**src/rtl/sfcd_pkg.sv**
```systemverilog
package sfcd_pkg;

  typedef enum logic [2:0] {
    K_NONE  = 3'd0,
    K_READ  = 3'd1,
    K_ERASE = 3'd2,
    K_PROG  = 3'd3,
    K_WREN  = 3'd4,
    K_WRDI  = 3'd5
  } kind_e;

  typedef enum logic [2:0] {
    OP_ERASE_PAGE = 3'd0,
    OP_ERASE_4K   = 3'd1,
    OP_ERASE_32K  = 3'd2,
    OP_ERASE_CHIP = 3'd3,
    OP_PROG       = 3'd4,
    OP_PROG_OTP   = 3'd5
  } cmd_op_e;

  typedef struct packed {
    logic       known;
    kind_e      kind;
    logic       has_addr;
    logic [1:0] dummy;
    logic       dual;
    cmd_op_e    op;
  } op_info_t;

  function automatic op_info_t mk(input kind_e k, input logic a,
                                  input logic [1:0] d, input logic du,
                                  input cmd_op_e o);
    op_info_t r;
    r.known = 1'b1; r.kind = k; r.has_addr = a;
    r.dummy = d; r.dual = du; r.op = o;
    return r;
  endfunction

  // Opcode table: class, address presence, dummy byte count, lane mode.
  function automatic op_info_t decode_opcode(input logic [7:0] opc);
    op_info_t r;
    r = '0;
    unique case (opc)
      8'h03: r = mk(K_READ,  1'b1, 2'd0, 1'b0, OP_ERASE_PAGE);
      8'h0B: r = mk(K_READ,  1'b1, 2'd1, 1'b0, OP_ERASE_PAGE);
      8'h3B: r = mk(K_READ,  1'b1, 2'd1, 1'b1, OP_ERASE_PAGE);
      8'h81: r = mk(K_ERASE, 1'b1, 2'd0, 1'b0, OP_ERASE_PAGE);
      8'h20: r = mk(K_ERASE, 1'b1, 2'd0, 1'b0, OP_ERASE_4K);
      8'h52,
      8'hD8: r = mk(K_ERASE, 1'b1, 2'd0, 1'b0, OP_ERASE_32K);
      8'h60,
      8'hC7,
      8'h62: r = mk(K_ERASE, 1'b0, 2'd0, 1'b0, OP_ERASE_CHIP);
      8'h02: r = mk(K_PROG,  1'b1, 2'd0, 1'b0, OP_PROG);
      8'h9B: r = mk(K_PROG,  1'b1, 2'd0, 1'b0, OP_PROG_OTP);
      8'h06: r = mk(K_WREN,  1'b0, 2'd0, 1'b0, OP_ERASE_PAGE);
      8'h04: r = mk(K_WRDI,  1'b0, 2'd0, 1'b0, OP_ERASE_PAGE);
      default: r = '0;
    endcase
    return r;
  endfunction

endpackage

```
**src/rtl/sfcd_sync.sv**
```systemverilog
module sfcd_sync #(
  parameter int   STAGES  = 2,
  parameter logic RST_VAL = 1'b0
) (
  input  logic clk,
  input  logic rst_n,
  input  logic pin_i,
  output logic level_o,
  output logic rise_o,
  output logic fall_o
);
  logic [STAGES:0] chain;

  always_ff @(posedge clk or negedge rst_n) begin
    if (!rst_n) chain <= {(STAGES+1){RST_VAL}};
    else        chain <= {chain[STAGES-1:0], pin_i};
  end

  assign level_o = chain[STAGES-1];
  assign rise_o  =  chain[STAGES-1] & ~chain[STAGES];
  assign fall_o  = ~chain[STAGES-1] &  chain[STAGES];
endmodule

```
**src/rtl/sfcd_rx.sv**
```systemverilog
module sfcd_rx (
  input  logic       clk,
  input  logic       rst_n,
  input  logic       clear_i,
  input  logic       sample_i,
  input  logic       si_i,
  output logic       byte_done_o,
  output logic [7:0] byte_o,
  output logic       boundary_o
);
  logic [2:0] bit_cnt;
  logic [6:0] sh;

  always_ff @(posedge clk or negedge rst_n) begin
    if (!rst_n) begin
      bit_cnt <= '0; sh <= '0; byte_done_o <= 1'b0; byte_o <= '0;
    end else begin
      byte_done_o <= 1'b0;
      if (clear_i) begin
        bit_cnt <= '0;
      end else if (sample_i) begin
        sh      <= {sh[5:0], si_i};
        bit_cnt <= bit_cnt + 3'd1;
        if (bit_cnt == 3'd7) begin
          byte_done_o <= 1'b1;
          byte_o      <= {sh, si_i};
        end
      end
    end
  end

  assign boundary_o = (bit_cnt == 3'd0);

  p_byte_on_boundary_r1: assert property (@(posedge clk) disable iff (!rst_n)
    byte_done_o |-> boundary_o);
endmodule

```
**src/rtl/sfcd_tx.sv**
```systemverilog
module sfcd_tx #(
  parameter int ADDR_W = 16
) (
  input  logic              clk,
  input  logic              rst_n,
  input  logic              start_i,
  input  logic              dual_i,
  input  logic [ADDR_W-1:0] addr_i,
  input  logic              stop_i,
  input  logic              shift_i,
  output logic              rd_req_o,
  output logic [ADDR_W-1:0] rd_addr_o,
  input  logic              rd_valid_i,
  input  logic [7:0]        rd_data_i,
  output logic              so_o,
  output logic              so_oe_o,
  output logic              io0_o,
  output logic              io0_oe_o
);
  logic              active, dual, full;
  logic [7:0]        hold, sh;
  logic [2:0]        cnt;
  logic [ADDR_W-1:0] nxt;
  logic [7:0]        load;

  function automatic logic [ADDR_W-1:0] bump(input logic [ADDR_W-1:0] a);
    return a + {{(ADDR_W-1){1'b0}}, 1'b1};
  endfunction

  assign load = full ? hold : 8'h00;

  always_ff @(posedge clk or negedge rst_n) begin
    if (!rst_n) begin
      active <= 1'b0; dual <= 1'b0; full <= 1'b0; hold <= '0; sh <= '0;
      cnt <= '0; nxt <= '0; rd_req_o <= 1'b0; rd_addr_o <= '0;
      so_o <= 1'b0; io0_o <= 1'b0;
    end else begin
      rd_req_o <= 1'b0;
      if (stop_i) begin
        active <= 1'b0; full <= 1'b0; so_o <= 1'b0; io0_o <= 1'b0;
      end else if (start_i) begin
        active    <= 1'b1;
        dual      <= dual_i;
        full      <= 1'b0;
        cnt       <= '0;
        rd_req_o  <= 1'b1;
        rd_addr_o <= addr_i;
        nxt       <= bump(addr_i);
      end else begin
        if (active && shift_i) begin
          if (cnt == 3'd0) begin
            so_o      <= load[7];
            io0_o     <= dual ? load[6] : 1'b0;
            sh        <= dual ? {load[5:0], 2'b00} : {load[6:0], 1'b0};
            cnt       <= dual ? 3'd3 : 3'd7;
            full      <= 1'b0;
            rd_req_o  <= 1'b1;
            rd_addr_o <= nxt;
            nxt       <= bump(nxt);
          end else begin
            so_o  <= sh[7];
            io0_o <= dual ? sh[6] : 1'b0;
            sh    <= dual ? {sh[5:0], 2'b00} : {sh[6:0], 1'b0};
            cnt   <= cnt - 3'd1;
          end
        end
        if (active && rd_valid_i) begin
          hold <= rd_data_i;
          full <= 1'b1;
        end
      end
    end
  end

  assign so_oe_o  = active;
  assign io0_oe_o = active & dual;

  p_dual_lane_r6: assert property (@(posedge clk) disable iff (!rst_n)
    io0_oe_o |-> so_oe_o);
  p_req_in_read_r5: assert property (@(posedge clk) disable iff (!rst_n)
    rd_req_o |-> so_oe_o);
  p_req_steps_r5: assert property (@(posedge clk) disable iff (!rst_n)
    (rd_req_o && $past(rd_req_o) == 1'b0 && $past(active) && active)
      |-> rd_addr_o == bump($past(rd_addr_o)) || $past(start_i));
endmodule

```
**src/rtl/sflash_cmd_decoder.sv**
```systemverilog
module sflash_cmd_decoder
  import sfcd_pkg::*;
#(
  parameter int ADDR_W      = 16,
  parameter int MAX_PROG    = 256,
  parameter int SYNC_STAGES = 2,
  parameter int LEN_W       = $clog2(MAX_PROG + 1)
) (
  input  logic              clk,
  input  logic              rst_n,
  input  logic              spi_sck,
  input  logic              spi_cs_n,
  input  logic              spi_si,
  output logic              spi_so,
  output logic              spi_so_oe,
  output logic              spi_io0_out,
  output logic              spi_io0_oe,
  output logic              wel,
  output logic              cmd_valid,
  output logic [2:0]        cmd_op,
  output logic [ADDR_W-1:0] cmd_addr,
  output logic [LEN_W-1:0]  cmd_len,
  output logic              wr_valid,
  output logic [7:0]        wr_data,
  output logic              rd_req,
  output logic [ADDR_W-1:0] rd_addr,
  input  logic              rd_valid,
  input  logic [7:0]        rd_data
);
  typedef enum logic [2:0] {
    ST_IDLE, ST_OPC, ST_ADDR, ST_DUMMY, ST_READ, ST_DATA, ST_ARMED, ST_IGNORE
  } state_e;

  localparam logic [LEN_W-1:0] LEN_MAX = LEN_W'(MAX_PROG);

  // pin synchronisers
  logic cs_lvl, cs_rise, cs_fall;
  logic sck_lvl, sck_rise, sck_fall;
  logic si_lvl, si_rise_unused, si_fall_unused;

  sfcd_sync #(.STAGES(SYNC_STAGES), .RST_VAL(1'b1)) u_cs (
    .clk(clk), .rst_n(rst_n), .pin_i(spi_cs_n),
    .level_o(cs_lvl), .rise_o(cs_rise), .fall_o(cs_fall));
  sfcd_sync #(.STAGES(SYNC_STAGES), .RST_VAL(1'b0)) u_sck (
    .clk(clk), .rst_n(rst_n), .pin_i(spi_sck),
    .level_o(sck_lvl), .rise_o(sck_rise), .fall_o(sck_fall));
  sfcd_sync #(.STAGES(SYNC_STAGES), .RST_VAL(1'b0)) u_si (
    .clk(clk), .rst_n(rst_n), .pin_i(spi_si),
    .level_o(si_lvl), .rise_o(si_rise_unused), .fall_o(si_fall_unused));

  logic cs_low;
  assign cs_low = ~cs_lvl;

  // byte assembly
  logic       byte_done, rx_boundary;
  logic [7:0] rx_byte;

  sfcd_rx u_rx (
    .clk(clk), .rst_n(rst_n), .clear_i(cs_fall),
    .sample_i(sck_rise & cs_low & ~cs_fall), .si_i(si_lvl),
    .byte_done_o(byte_done), .byte_o(rx_byte), .boundary_o(rx_boundary));

  // frame state
  state_e            state;
  op_info_t          info, info_now;
  logic [23:0]       addr_sh, addr_full;
  logic [1:0]        idx;
  logic [LEN_W-1:0]  dcnt;
  logic              wel_q;

  assign info_now  = decode_opcode(rx_byte);
  assign addr_full = {addr_sh[15:0], rx_byte};

  // named events
  logic unknown_evt, addr_last, read_start, start_direct, start_dummy;
  logic frame_ok, issue_evt, data_take;
  logic [ADDR_W-1:0] start_addr;

  assign unknown_evt  = byte_done && state == ST_OPC && !info_now.known;
  assign addr_last    = byte_done && state == ST_ADDR && idx == 2'd2;
  assign start_direct = addr_last && info.kind == K_READ && info.dummy == 2'd0;
  assign start_dummy  = byte_done && state == ST_DUMMY && idx == info.dummy - 2'd1;
  assign read_start   = !cs_rise && !cs_fall && (start_direct || start_dummy);
  assign start_addr   = start_direct ? addr_full[ADDR_W-1:0] : addr_sh[ADDR_W-1:0];
  assign frame_ok     = cs_rise && rx_boundary &&
                        (state == ST_ARMED || (state == ST_DATA && dcnt != '0));
  assign issue_evt    = frame_ok && wel_q &&
                        (info.kind == K_ERASE || info.kind == K_PROG);
  assign data_take    = byte_done && state == ST_DATA && dcnt != LEN_MAX;

  always_ff @(posedge clk or negedge rst_n) begin
    if (!rst_n) begin
      state <= ST_IDLE; info <= '0; addr_sh <= '0; idx <= '0; dcnt <= '0;
      wel_q <= 1'b0; cmd_valid <= 1'b0; cmd_op <= '0; cmd_addr <= '0;
      cmd_len <= '0; wr_valid <= 1'b0; wr_data <= '0;
    end else begin
      cmd_valid <= 1'b0;
      wr_valid  <= 1'b0;
      if (cs_rise) begin
        if (frame_ok) begin
          case (info.kind)
            K_WREN:  wel_q <= 1'b1;
            K_WRDI:  wel_q <= 1'b0;
            default: if (issue_evt) begin
              cmd_valid <= 1'b1;
              cmd_op    <= info.op;
              cmd_addr  <= addr_sh[ADDR_W-1:0];
              cmd_len   <= (info.kind == K_PROG) ? dcnt : '0;
              wel_q     <= 1'b0;
            end
          endcase
        end
        state <= ST_IDLE;
      end else if (cs_fall) begin
        state <= ST_OPC; addr_sh <= '0; idx <= '0; dcnt <= '0;
      end else if (byte_done) begin
        case (state)
          ST_OPC: begin
            info <= info_now;
            if (!info_now.known)        state <= ST_IGNORE;
            else if (info_now.has_addr) state <= ST_ADDR;
            else                        state <= ST_ARMED;
            idx <= '0;
          end
          ST_ADDR: begin
            addr_sh <= addr_full;
            idx     <= idx + 2'd1;
            if (idx == 2'd2) begin
              idx <= '0;
              case (info.kind)
                K_READ:  state <= (info.dummy == 2'd0) ? ST_READ : ST_DUMMY;
                K_PROG:  state <= ST_DATA;
                default: state <= ST_ARMED;
              endcase
            end
          end
          ST_DUMMY: begin
            idx <= idx + 2'd1;
            if (start_dummy) state <= ST_READ;
          end
          ST_DATA: begin
            if (data_take) begin
              dcnt <= dcnt + {{(LEN_W-1){1'b0}}, 1'b1};
              if (wel_q) begin
                wr_valid <= 1'b1;
                wr_data  <= rx_byte;
              end
            end
          end
          default: ;
        endcase
      end
    end
  end

  assign wel = wel_q;

  // read path
  sfcd_tx #(.ADDR_W(ADDR_W)) u_tx (
    .clk(clk), .rst_n(rst_n),
    .start_i(read_start), .dual_i(info.dual), .addr_i(start_addr),
    .stop_i(cs_rise | cs_fall), .shift_i(sck_fall & cs_low),
    .rd_req_o(rd_req), .rd_addr_o(rd_addr),
    .rd_valid_i(rd_valid), .rd_data_i(rd_data),
    .so_o(spi_so), .so_oe_o(spi_so_oe),
    .io0_o(spi_io0_out), .io0_oe_o(spi_io0_oe));

  // assertions
  p_issue_needs_wel_r11: assert property (@(posedge clk) disable iff (!rst_n)
    cmd_valid |-> $past(wel_q) && !wel_q);
  p_write_needs_wel_r9: assert property (@(posedge clk) disable iff (!rst_n)
    wr_valid |-> wel_q);
  p_issue_at_clean_close_r3: assert property (@(posedge clk) disable iff (!rst_n)
    cmd_valid |-> $past(cs_rise) && $past(rx_boundary));
  p_unknown_silent_r2: assert property (@(posedge clk) disable iff (!rst_n)
    state == ST_IGNORE |-> !wr_valid && !rd_req && !spi_so_oe);
  p_len_bounds_r10: assert property (@(posedge clk) disable iff (!rst_n)
    (cmd_valid && (cmd_op == OP_PROG || cmd_op == OP_PROG_OTP))
      |-> cmd_len != '0 && cmd_len <= LEN_MAX);
  p_one_request_r8: assert property (@(posedge clk) disable iff (!rst_n)
    $onehot0({cmd_valid, wr_valid, rd_req}));
  p_wel_moves_at_close_r7: assert property (@(posedge clk) disable iff (!rst_n)
    !$stable(wel_q) |-> $past(cs_rise));
endmodule

```
**config.mk**
```make
export PLATFORM = sky130hd
export DESIGN_NAME = sflash_cmd_decoder
export DESIGN_NICKNAME = d
export VERILOG_FILES = /design/src/rtl/sfcd_pkg.sv /design/src/rtl/sfcd_sync.sv /design/src/rtl/sfcd_rx.sv /design/src/rtl/sfcd_tx.sv /design/src/rtl/sflash_cmd_decoder.sv
export SDC_FILE = /design/constraint.sdc
export NUM_CORES = 1
export LEC_CHECK = 0
export BUFFER_PORTS_ARGS = -buffer_cell sky130_fd_sc_hd__buf_2
export CAP_MARGIN = 20
export CELL_PAD_IN_SITES_DETAIL_PLACEMENT = 1
export CELL_PAD_IN_SITES_GLOBAL_PLACEMENT = 1
export CORE_AREA = 2 2 142 144
export CTS_CLUSTER_DIAMETER = 60
export DETAILED_ROUTE_END_ITERATION = 10
export DIE_AREA = 0 0 144 146
export PLACE_DENSITY = 0.75
export SYNTH_ARGS = -nofsm -noshare
export SYNTH_HDL_FRONTEND = slang
export SYNTH_HIERARCHICAL = 1
export SYNTH_SLANG_ARGS = --single-unit
```
**constraint.sdc**
```tcl
create_clock -name clk -period 3.1 [get_ports clk]
set_clock_uncertainty 0.05 [all_clocks]
set_input_delay 0.465 -clock clk [delete_from_list [all_inputs] [get_ports clk]]
set_output_delay 0.465 -clock clk [all_outputs]
set_load 0.02 [all_outputs]
```
==> results.tsv, run 1 <==
metric	value	unit
period_needed	2.94	ns
drive_gt1_share	28.7	%
cts_tree	yes	
critical_path.reg2reg.endpoint	u_tx/nxt[11]$_DFFE_PN0P_	
final.period_utilization	94.9	%
rows	51	
whs	0.0189	ns
place.gp.congestion	0.871	
vdd_ir_drop_max	0.000393	V
fp.dieW	144	um
rsz0062_at_grt	false	
root_buffer	clkbuf_16	
ios	74	
fin_tns_setup	0	ns
start_kind	register	
viasPerCell	5.52	
ff2ff_path_depth	11	
layout_common_cells	dfrtp_1, nand2_1, buf_2, mux2_2, o21ai_0	
netlist_area	8230	um2
cp-endpoint	u_tx/nxt[11]$_DFFE_PN0P_	
antenna_found_initial	0	
die_area	21000	um2
cts_hold_buf	0	
placed_area	9010	um2
setup_violations	0	
dp_hpwl	14800	um
end_kind	register	
maxCapViolCount	0	
synth_warnings	6	
synth_cells	782	
initial_core_util	42.6	%
syn_area_per_cell	10.5	um2
antenna_cells	0	
critical_path_class	register to register	
die_h	146	um
grt_pass1_vias	6466	
cp.required	3.34	ns
grt_first_pass_wirelength	34900	um
slew_headroom	50.0	%
cts_max_level	4	
slew_viol_final	0	
final-instance-count-excl-fill	1145	
num_vias	6323	
status	finished, final reports clean	
fin_util	50.0	%
cp_max_fo	17	
overflow	0	
insertion_delay	0.44	ns
leakage	0.00475	uW
clock.fmax	340	MHz
numCtsBuffers	17	
grt_usage	21.3	%
dp_cells	1110	
grt_max_degree	78	
cts.sinks	160	
worst_slew_pin_slew	0.750	ns
p_per_area	463	nW/um2
design_area	9670	um2
syn_to_final_growth	17.5	%
initialDrtViolationCount	409	
cts.path.max_buffers	2	
place.port_buffers	73	
wl_per_cell	18.5	um
nets	892	
clk_pin_slew_worst_paths	0.07	ns
drcViolationCount	0	
worst-r2r-setup-slack	0.16	ns
reg2reg_from	info[9]$_DFFE_PN0P_	
ant_nets	0	
worstPathArrival	3.19	ns
syn_nets	807	
crit_start	info[9]$_DFFE_PN0P_	
coreArea	19300	um2
layout_commonest_cell	dfrtp_1	
hp-class	input port to async pin	
wl	21200	um
finalHoldViolations	0	
dr.pass1.iters	5	
==> how the worst min path moves through the flow <==
| stage | to | start | slack [ns] | cells after the start |
|---|---|---|---|---|
| after floorplan | addr_sh[0]$_DFFE_PN0P_ | rst_n | 0.12 | 0 |
| after global placement | u_si/chain[1]$_DFF_PN0_ | u_si/chain[0]$_DFF_PN0_ | 0.28 | 0 |
| after detailed placement | u_sck/chain[1]$_DFF_PN0_ | u_sck/chain[0]$_DFF_PN0_ | 0.29 | 0 |
| after CTS | u_rx/sh[5]$_DFFE_PN0P_ | rst_n | 0.05 | 1 |
| after global routing | u_si/chain[0]$_DFF_PN0_ | spi_si | 0.07 | 1 |
| final | u_rx/sh[5]$_DFFE_PN0P_ | rst_n | 0.02 | 1 |
==> repair_timing <==
action / CTS / global route
gates resized for setup: 0 / 7
setup buffers: 0 / 3
setup endpoints to repair: 0 / 11
==> area by class of cell <==
cell class	count	area, um2
Inverter	37	139
Clock inverter	13	151
Clock buffer	19	443
Timing Repair Buffer	111	711
Sequential cell	160	4010
Fill cell	2125	9670
Multi-Input combinational cell	540	3880
Tap cell	265	332
==> sequential cells by signal (all words and copies together), names as in the netlist, 7 cells and up <==
name	count
addr_sh	16
dcnt	9
cmd_len	9
u_rx/byte_o	8
wr_data	8
u_tx/rd_addr_o	16
u_tx/sh	7
cmd_addr	16
u_rx/sh	7
info	8
u_tx/hold	8
u_tx/nxt	16
==> layer usage <==
metal  share of wire (%)  global-route usage, %  vias to the layer above
li1                    -                      -                     2942
met1                  46                   29.0                     3206
met2                  48                   33.8                      138
met3                 4.2                   4.08                       37
met4                 1.9                   7.65                        0
met5                   0                      0                        -
==> stage by stage <==
step | total power (uW) | worst slack, ns
after floorplan | 2290 | 0.0221
after global placement | 2380 | 0.164
after detailed placement | 2380 | 0.0452
after CTS | 4540 | 0.0166
after global routing | 4640 | 0.0110
final | 4470 | 0.157
==> power by group <==
part / leakage (uW) / total [uW] / switching [uW] / internal, uW
clock network: 0.000295 / 2130 / 906 / 1230
registers: 0.00220 / 2170 / 37.1 / 2130
logic: 0.00225 / 175 / 98.8 / 76.7
==> worst max-delay path: stages (launching register included) <==
cell      delay, ns
dfrtp_1        0.38
nand2b_4       0.17
nor4_4         0.32
nand4b_4       0.17
buf_6          0.20
mux2_2         0.28
nand3_1        0.18
a222oi_1       0.37
buf_4          0.24
nand2_1        0.11
a221oi_2       0.23
o21ai_1        0.13
(Power assumes the default switching activity.)
==> inputs of run 2 (changes only) <==
- RECOVER_POWER: default -> 50
==> run 2 against run 1 <==
  * The flow now finishes with violations (max-capacitance violations, max-slew violations)
  * Critical path depth stayed put
  * Register-to-register slack is essentially flat
  * Final cell count unchanged
  * Via count decreased by 0.73%
  * First-iteration DRC count is 4.4% higher
  * Sequential share of layout area up 0.21 points
  * Sequential power hardly changed
  * Fmax down 0.35%
  * Global-route usage did not move
  * Worst setup slack got worse by 0.010 ns
==> results.tsv, run 2 (synthesis results as in run 1) <==
metric	value	unit	change
status	finished with violations		
violations	max-capacitance violations, max-slew violations		
cp_max_fo	17		unchanged
dp_hpwl	14800	um	unchanged
reg2reg_from	info[9]$_DFFE_PN0P_		
die_h	146	um	unchanged
hp-class	input port to register		
root_buffer	clkbuf_16		
end_kind	register		
grt_max_degree	78		unchanged
leakage	0.00464	uW	-2.2%
slew_viol_final	77		+77
cts_tree	yes		
initial_core_util	42.6	%	unchanged
layout_commonest_cell	dfrtp_1		
worstPathArrival	3.20	ns	about the same
initialDrtViolationCount	427		+4.4%
final-instance-count-excl-fill	1145		unchanged
ant_nets	0		unchanged
dp_slack	0.0452	ns	unchanged
cts.sinks	160		unchanged
grt_usage	21.3	%	unchanged
ios	74		unchanged
critical_path_class	register to register		
drive_gt1_share	26.1	%	-2.6 points
dp_cells	1110		unchanged
whs	0.0780	ns	+0.0591 ns
worstHoldStart	spi_si		
p_per_area	465	nW/um2	+0.49%
place.gp.congestion	0.871		unchanged
overflow	0		unchanged
period_needed	2.95	ns	+0.0104 ns
worst_slew_pin_slew	1.98	ns	+1.23 ns
rows	51		unchanged
cts_hold_buf	0		unchanged
cts.path.max_buffers	2		unchanged
rsz0062_at_grt	false		
maxCapViolCount	1		+1
wl	21200	um	about the same
clock.fmax	339	MHz	-0.35%
setup_ws	0.146	ns	-0.0104 ns
grt_first_pass_wirelength	34900	um	unchanged
wl_per_cell	18.5	um	about the same
hold_depth	1		
grt_pass1_vias	6466		unchanged
num_vias	6277		-0.73%
drcViolationCount	0		unchanged
antenna_found_initial	0		unchanged
syn_to_final_growth	16.9	%	
cts_max_level	4		unchanged
worst-r2r-setup-slack	0.15	ns	about the same
viasPerCell	5.48		-0.73%
vdd_ir_drop_max	0.000391	V	-0.35%
crit_start	info[9]$_DFFE_PN0P_		
hold_end	u_si/chain[0]$_DFF_PN0_		
insertion_delay	0.44	ns	about the same
nets	892		unchanged
critical_path.reg2reg.endpoint	u_tx/nxt[11]$_DFFE_PN0P_		
final.period_utilization	95.3	%	+0.34 points
place.port_buffers	73		unchanged
start_kind	register		
fin_tns_setup	0	ns	unchanged
antenna_cells	0		unchanged
ff2ff_path_depth	11		unchanged
clk_pin_slew_worst_paths	0.07	ns	about the same
layout_common_cells	dfrtp_1, nand2_1, mux2_2, o21ai_0, buf_2		
dr.pass1.iters	4		-1
setup_violations	0		unchanged
finalHoldViolations	0		unchanged
fp.dieW	144	um	unchanged
cp.required	3.34	ns	about the same
numCtsBuffers	17		unchanged
slew_headroom	-32.2	%	-82 points
die_area	21000	um2	unchanged
coreArea	19300	um2	unchanged
## run 2: changes by cell type in the layout (fill, tap and decap cells not counted), sizes merged
| cell | previous run | this run |
|---|---|---|
| buf | 111 | 87 |
| clkbuf | 19 | 43 |
## run 2: layer usage
metal | wire [um] | global-route usage [%] | part of all wire [%] | up-vias
li1 | - | - | - | 2943
met1 | 9690 | 29.0 | 46 | 3160
met2 | 10000 | 33.8 | 47 | 140
met3 | 1030 | 4.08 | 4.9 | 34
met4 | 395 | 7.65 | 1.9 | 0
met5 | 0 | 0 | 0 | -
## run 2: power breakdown
| part | leakage (uW) | internal (uW) | total [uW] | switching (uW) |
|---|---|---|---|---|
| registers | 0.00220 | 2130 | 2170 | 36.9 |
| clock network | 0.000295 | 1230 | 2130 | 908 |
| logic | 0.00214 | 73.9 | 173 | 99.0 |
| total | 0.00464 | 3430 | 4470 | 1040 |
## run 2: worst max path at each step
| stage | to | depth (start not counted) |
|---|---|---|
| global route | u_tx/nxt[11]$_DFFE_PN0P_ | 11 |
| finish | u_tx/nxt[11]$_DFFE_PN0P_ | 11 |
| global placement | u_tx/nxt[14]$_DFFE_PN0P_ | 12 |
| floorplan | u_tx/nxt[14]$_DFFE_PN0P_ | 15 |
| CTS | u_tx/nxt[14]$_DFFE_PN0P_ | 12 |
| detailed placement | u_tx/nxt[14]$_DFFE_PN0P_ | 12 |
## run 2: stage by stage
stage / power [uW] / instance area (um2) / util [%]
after floorplan: 2290 / 8240 / -
after global placement: 2380 / 9010 / 46.6
after detailed placement: 2380 / 9010 / 46.6
after CTS: 4540 / 9600 / 49.7
after global routing: 4640 / 9620 / 49.7
final: 4470 / 9620 / 49.7
## run 2: worst max-delay path, stage by stage, from the launching register on
cell      delay (ns)
dfrtp_1         0.38
nand2b_4        0.17
nor4_4          0.32
nand4b_4        0.17
buf_6           0.20
mux2_2          0.28
nand3_1         0.17
a222oi_1        0.37
buf_4           0.24
nand2_1         0.11
a221oi_2        0.23
o21ai_1         0.13
## run 2: final cells by class
type / instances / area (um2)
Fill cell: 2134 / 9720
Sequential cell: 160 / 4010
Multi-Input combinational cell: 540 / 3880
Timing Repair Buffer: 111 / 662
Clock buffer: 19 / 443
Tap cell: 265 / 332
Clock inverter: 13 / 151
Inverter: 37 / 139
## run 2: timing repair
action	4_1_cts	5_1_grt
resized for setup	0	7
setup buffers	0	3
setup endpoints to repair	0	11
==> inputs of run 3 (changes only) <==
- PLACE_DENSITY: 0.75 -> default
- PLACE_DENSITY_LB_ADDON: default -> 0.1
==> run 3 against run 2 <==
  * The run still ends with max-capacitance violations, max-slew violations left
  * Clock power is essentially flat
  * Final cell count grew 0.52%
  * Power shrank 0.96%
  * Critical path type unchanged
  * Via count shrank 0.37%
  * Non-clock buffer count grew 6
  * Die area is the same
  * Clock-buffer cell count grew 1
  * Fmax grew 0.56%
  * Utilization grew 0.17 points
  * Critical path depth is the same
==> results.tsv, run 3 (synthesis results as in run 1) <==
metric	value	unit	change
fin_util	49.9	%	+0.17 points
pwr-share-seq	48.8	%	+0.4 points
finalPower	4430	uW	-0.96%
wl_per_cell	18.6	um	+0.85%
fp.dieW	144	um	unchanged
antenna_found_initial	0		unchanged
end_kind	register		
dp_hpwl	15600	um	+5.6%
initialDrtViolationCount	338		-21%
grt_max_degree	74		-5.1%
drcViolationCount	0		unchanged
dr.pass1.iters	5		+1
netSwitchingPower	1020	uW	-2.4%
final.period_utilization	94.8	%	-0.53 points
dp_cells	1113		+0.27%
nets	898		+0.67%
cts.path.max_buffers	2		unchanged
clock.fmax	340	MHz	+0.56%
numCtsBuffers	17		unchanged
start_kind	register		
internal_power	3410	uW	-0.53%
grt_usage	21.6	%	+0.28 points
setup_violations	0		unchanged
design_area	9650	um2	+0.35%
vdd_ir_drop_max	0.000371	V	-5.2%
insertion_delay	0.43	ns	about the same
cp_max_fo	17		unchanged
cts_tree	yes		
clk_pin_slew_worst_paths	0.07	ns	about the same
rows	51		unchanged
critical_path.reg2reg.endpoint	u_tx/nxt[12]$_DFFE_PN0P_		
cp.required	3.35	ns	about the same
final-instance-count-excl-fill	1151		+0.52%
crit_start	state[2]$_DFFE_PN0P_		
swShare	23.0	%	-0.33 points
worstPathArrival	3.19	ns	about the same
reg2reg_from	state[2]$_DFFE_PN0P_		
worst_slew_pin_slew	1.88	ns	-0.103 ns
hp-class	input port to register		
ff2ff_path_depth	11		unchanged
num_vias	6254		-0.37%
maxCapViolCount	1		unchanged
layout_commonest_cell	dfrtp_1		
coreArea	19300	um2	unchanged
syn_to_final_growth	17.3	%	
wl	21400	um	+1.4%
die_h	146	um	unchanged
place.port_buffers	73		unchanged
finalHoldViolations	0		unchanged
status	finished with violations		
grt_first_pass_wirelength	35500	um	+1.8%
viasPerCell	5.43		-0.89%
p_per_area	459	nW/um2	-1.3%
critical_path_class	register to register		
place.gp.congestion	0.860		-1.3%
combinationalPowerShare	3.9	%	about the same
overflow	0		unchanged
drive_gt1_share	26.4	%	+0.27 points
grt_pass1_vias	6555		+1.4%
die_area	21000	um2	unchanged
violations	max-capacitance violations, max-slew violations		
period_needed	2.94	ns	-0.0163 ns
cts_max_level	4		unchanged
ios	74		unchanged
ant_nets	0		unchanged
worstHoldStart	spi_cs_n		
placed_area	9030	um2	+0.25%
layout_common_cells	dfrtp_1, nand2_1, mux2_2, o21ai_0, buf_2		
whs	0.0789	ns	+0.000884 ns
cts.sinks	160		unchanged
root_buffer	clkbuf_16		
slew_headroom	-25.3	%	+6.9 points
cts_hold_buf	0		unchanged
p_clk_share	47.3	%	-0.4 points
slew_viol_final	74		-3.9%
leakage	0.00464	uW	about the same
cp-endpoint	u_tx/nxt[12]$_DFFE_PN0P_		
worst-r2r-setup-slack	0.16	ns	+0.02 ns
antenna_cells	0		unchanged
initial_core_util	42.6	%	unchanged
==> run 3: cell types whose count changed in the layout (fill, tap and decap cells not counted), moves of 2 or more <==
cell / delta
buf_2: +2
buf_4: +3
clkbuf_1: +2
clkinvlp_4: +6
inv_6: -4
nand3_1: -2
nand3_2: +2
==> run 3: worst max-delay path, cell delays in order, from the launching register on <==
cell	delay, ns
dfrtp_1	0.38
nand2b_1	0.20
nor4_4	0.33
nand4b_4	0.17
buf_8	0.20
mux2_2	0.30
mux2_2	0.30
ha_2	0.21
o21a_1	0.15
nand4_1	0.20
mux2i_1	0.21
o211ai_1	0.11
==> run 3: per-stage QoR <==
step / setup WS (ns) / setup TNS (ns)
6_report: 0.163 / 0
5_1_grt: -0.000782 / -0.000782
4_1_cts: 0.00155 / 0
3_5_place_dp: 0.0177 / 0
3_3_place_gp: 0.139 / 0
2_1_floorplan: 0.0221 / 0
==> run 3: how the worst min path moves through the flow <==
| stage | endpoint | slack [ns] | depth (start not counted) |
|---|---|---|---|
| after floorplan | addr_sh[0]$_DFFE_PN0P_ | 0.12 | 0 |
| after global placement | u_sck/chain[1]$_DFF_PN0_ | 0.28 | 0 |
| after detailed placement | u_si/chain[1]$_DFF_PN0_ | 0.29 | 0 |
| after CTS | cmd_len[3]$_DFFE_PN0P_ | 0.03 | 1 |
| after global routing | u_cs/chain[0]$_DFF_PN1_ | 0.05 | 1 |
| final | u_cs/chain[0]$_DFF_PN1_ | 0.08 | 1 |
==> run 3: final cells by class <==
class	count	area [um2]
flip-flops and latches	160	4010
clock inverters	12	136
fillers	2162	9680
inverters	37	139
clock buffers	20	447
well taps	265	332
multi-input cells	540	3890
repair buffers	117	702
==> run 3: what timing repair did <==
| action | CTS | global route |
|---|---|---|
| setup buffers | 0 | 6 |
| setup endpoints to repair | 0 | 13 |
| gates resized for setup | 0 | 8 |
==> run 3: per-layer routing <==
metal  GRT usage (%)  share of wire, %
met5               0                 0
met4            6.23               1.6
met3            4.24               3.6
met1            29.8                47
met2            34.4                48
==> run 3: power groups by stage <==
stage | Combinational (uW) | Clock (uW) | Sequential (uW)
4_1_cts | 182 | 2150 | 2160
6_report | 172 | 2100 | 2160
3_5_place_dp | 180 | 0 | 2200
5_1_grt | 192 | 2240 | 2170
2_1_floorplan | 98.1 | 0 | 2190
3_3_place_gp | 173 | 0 | 2200
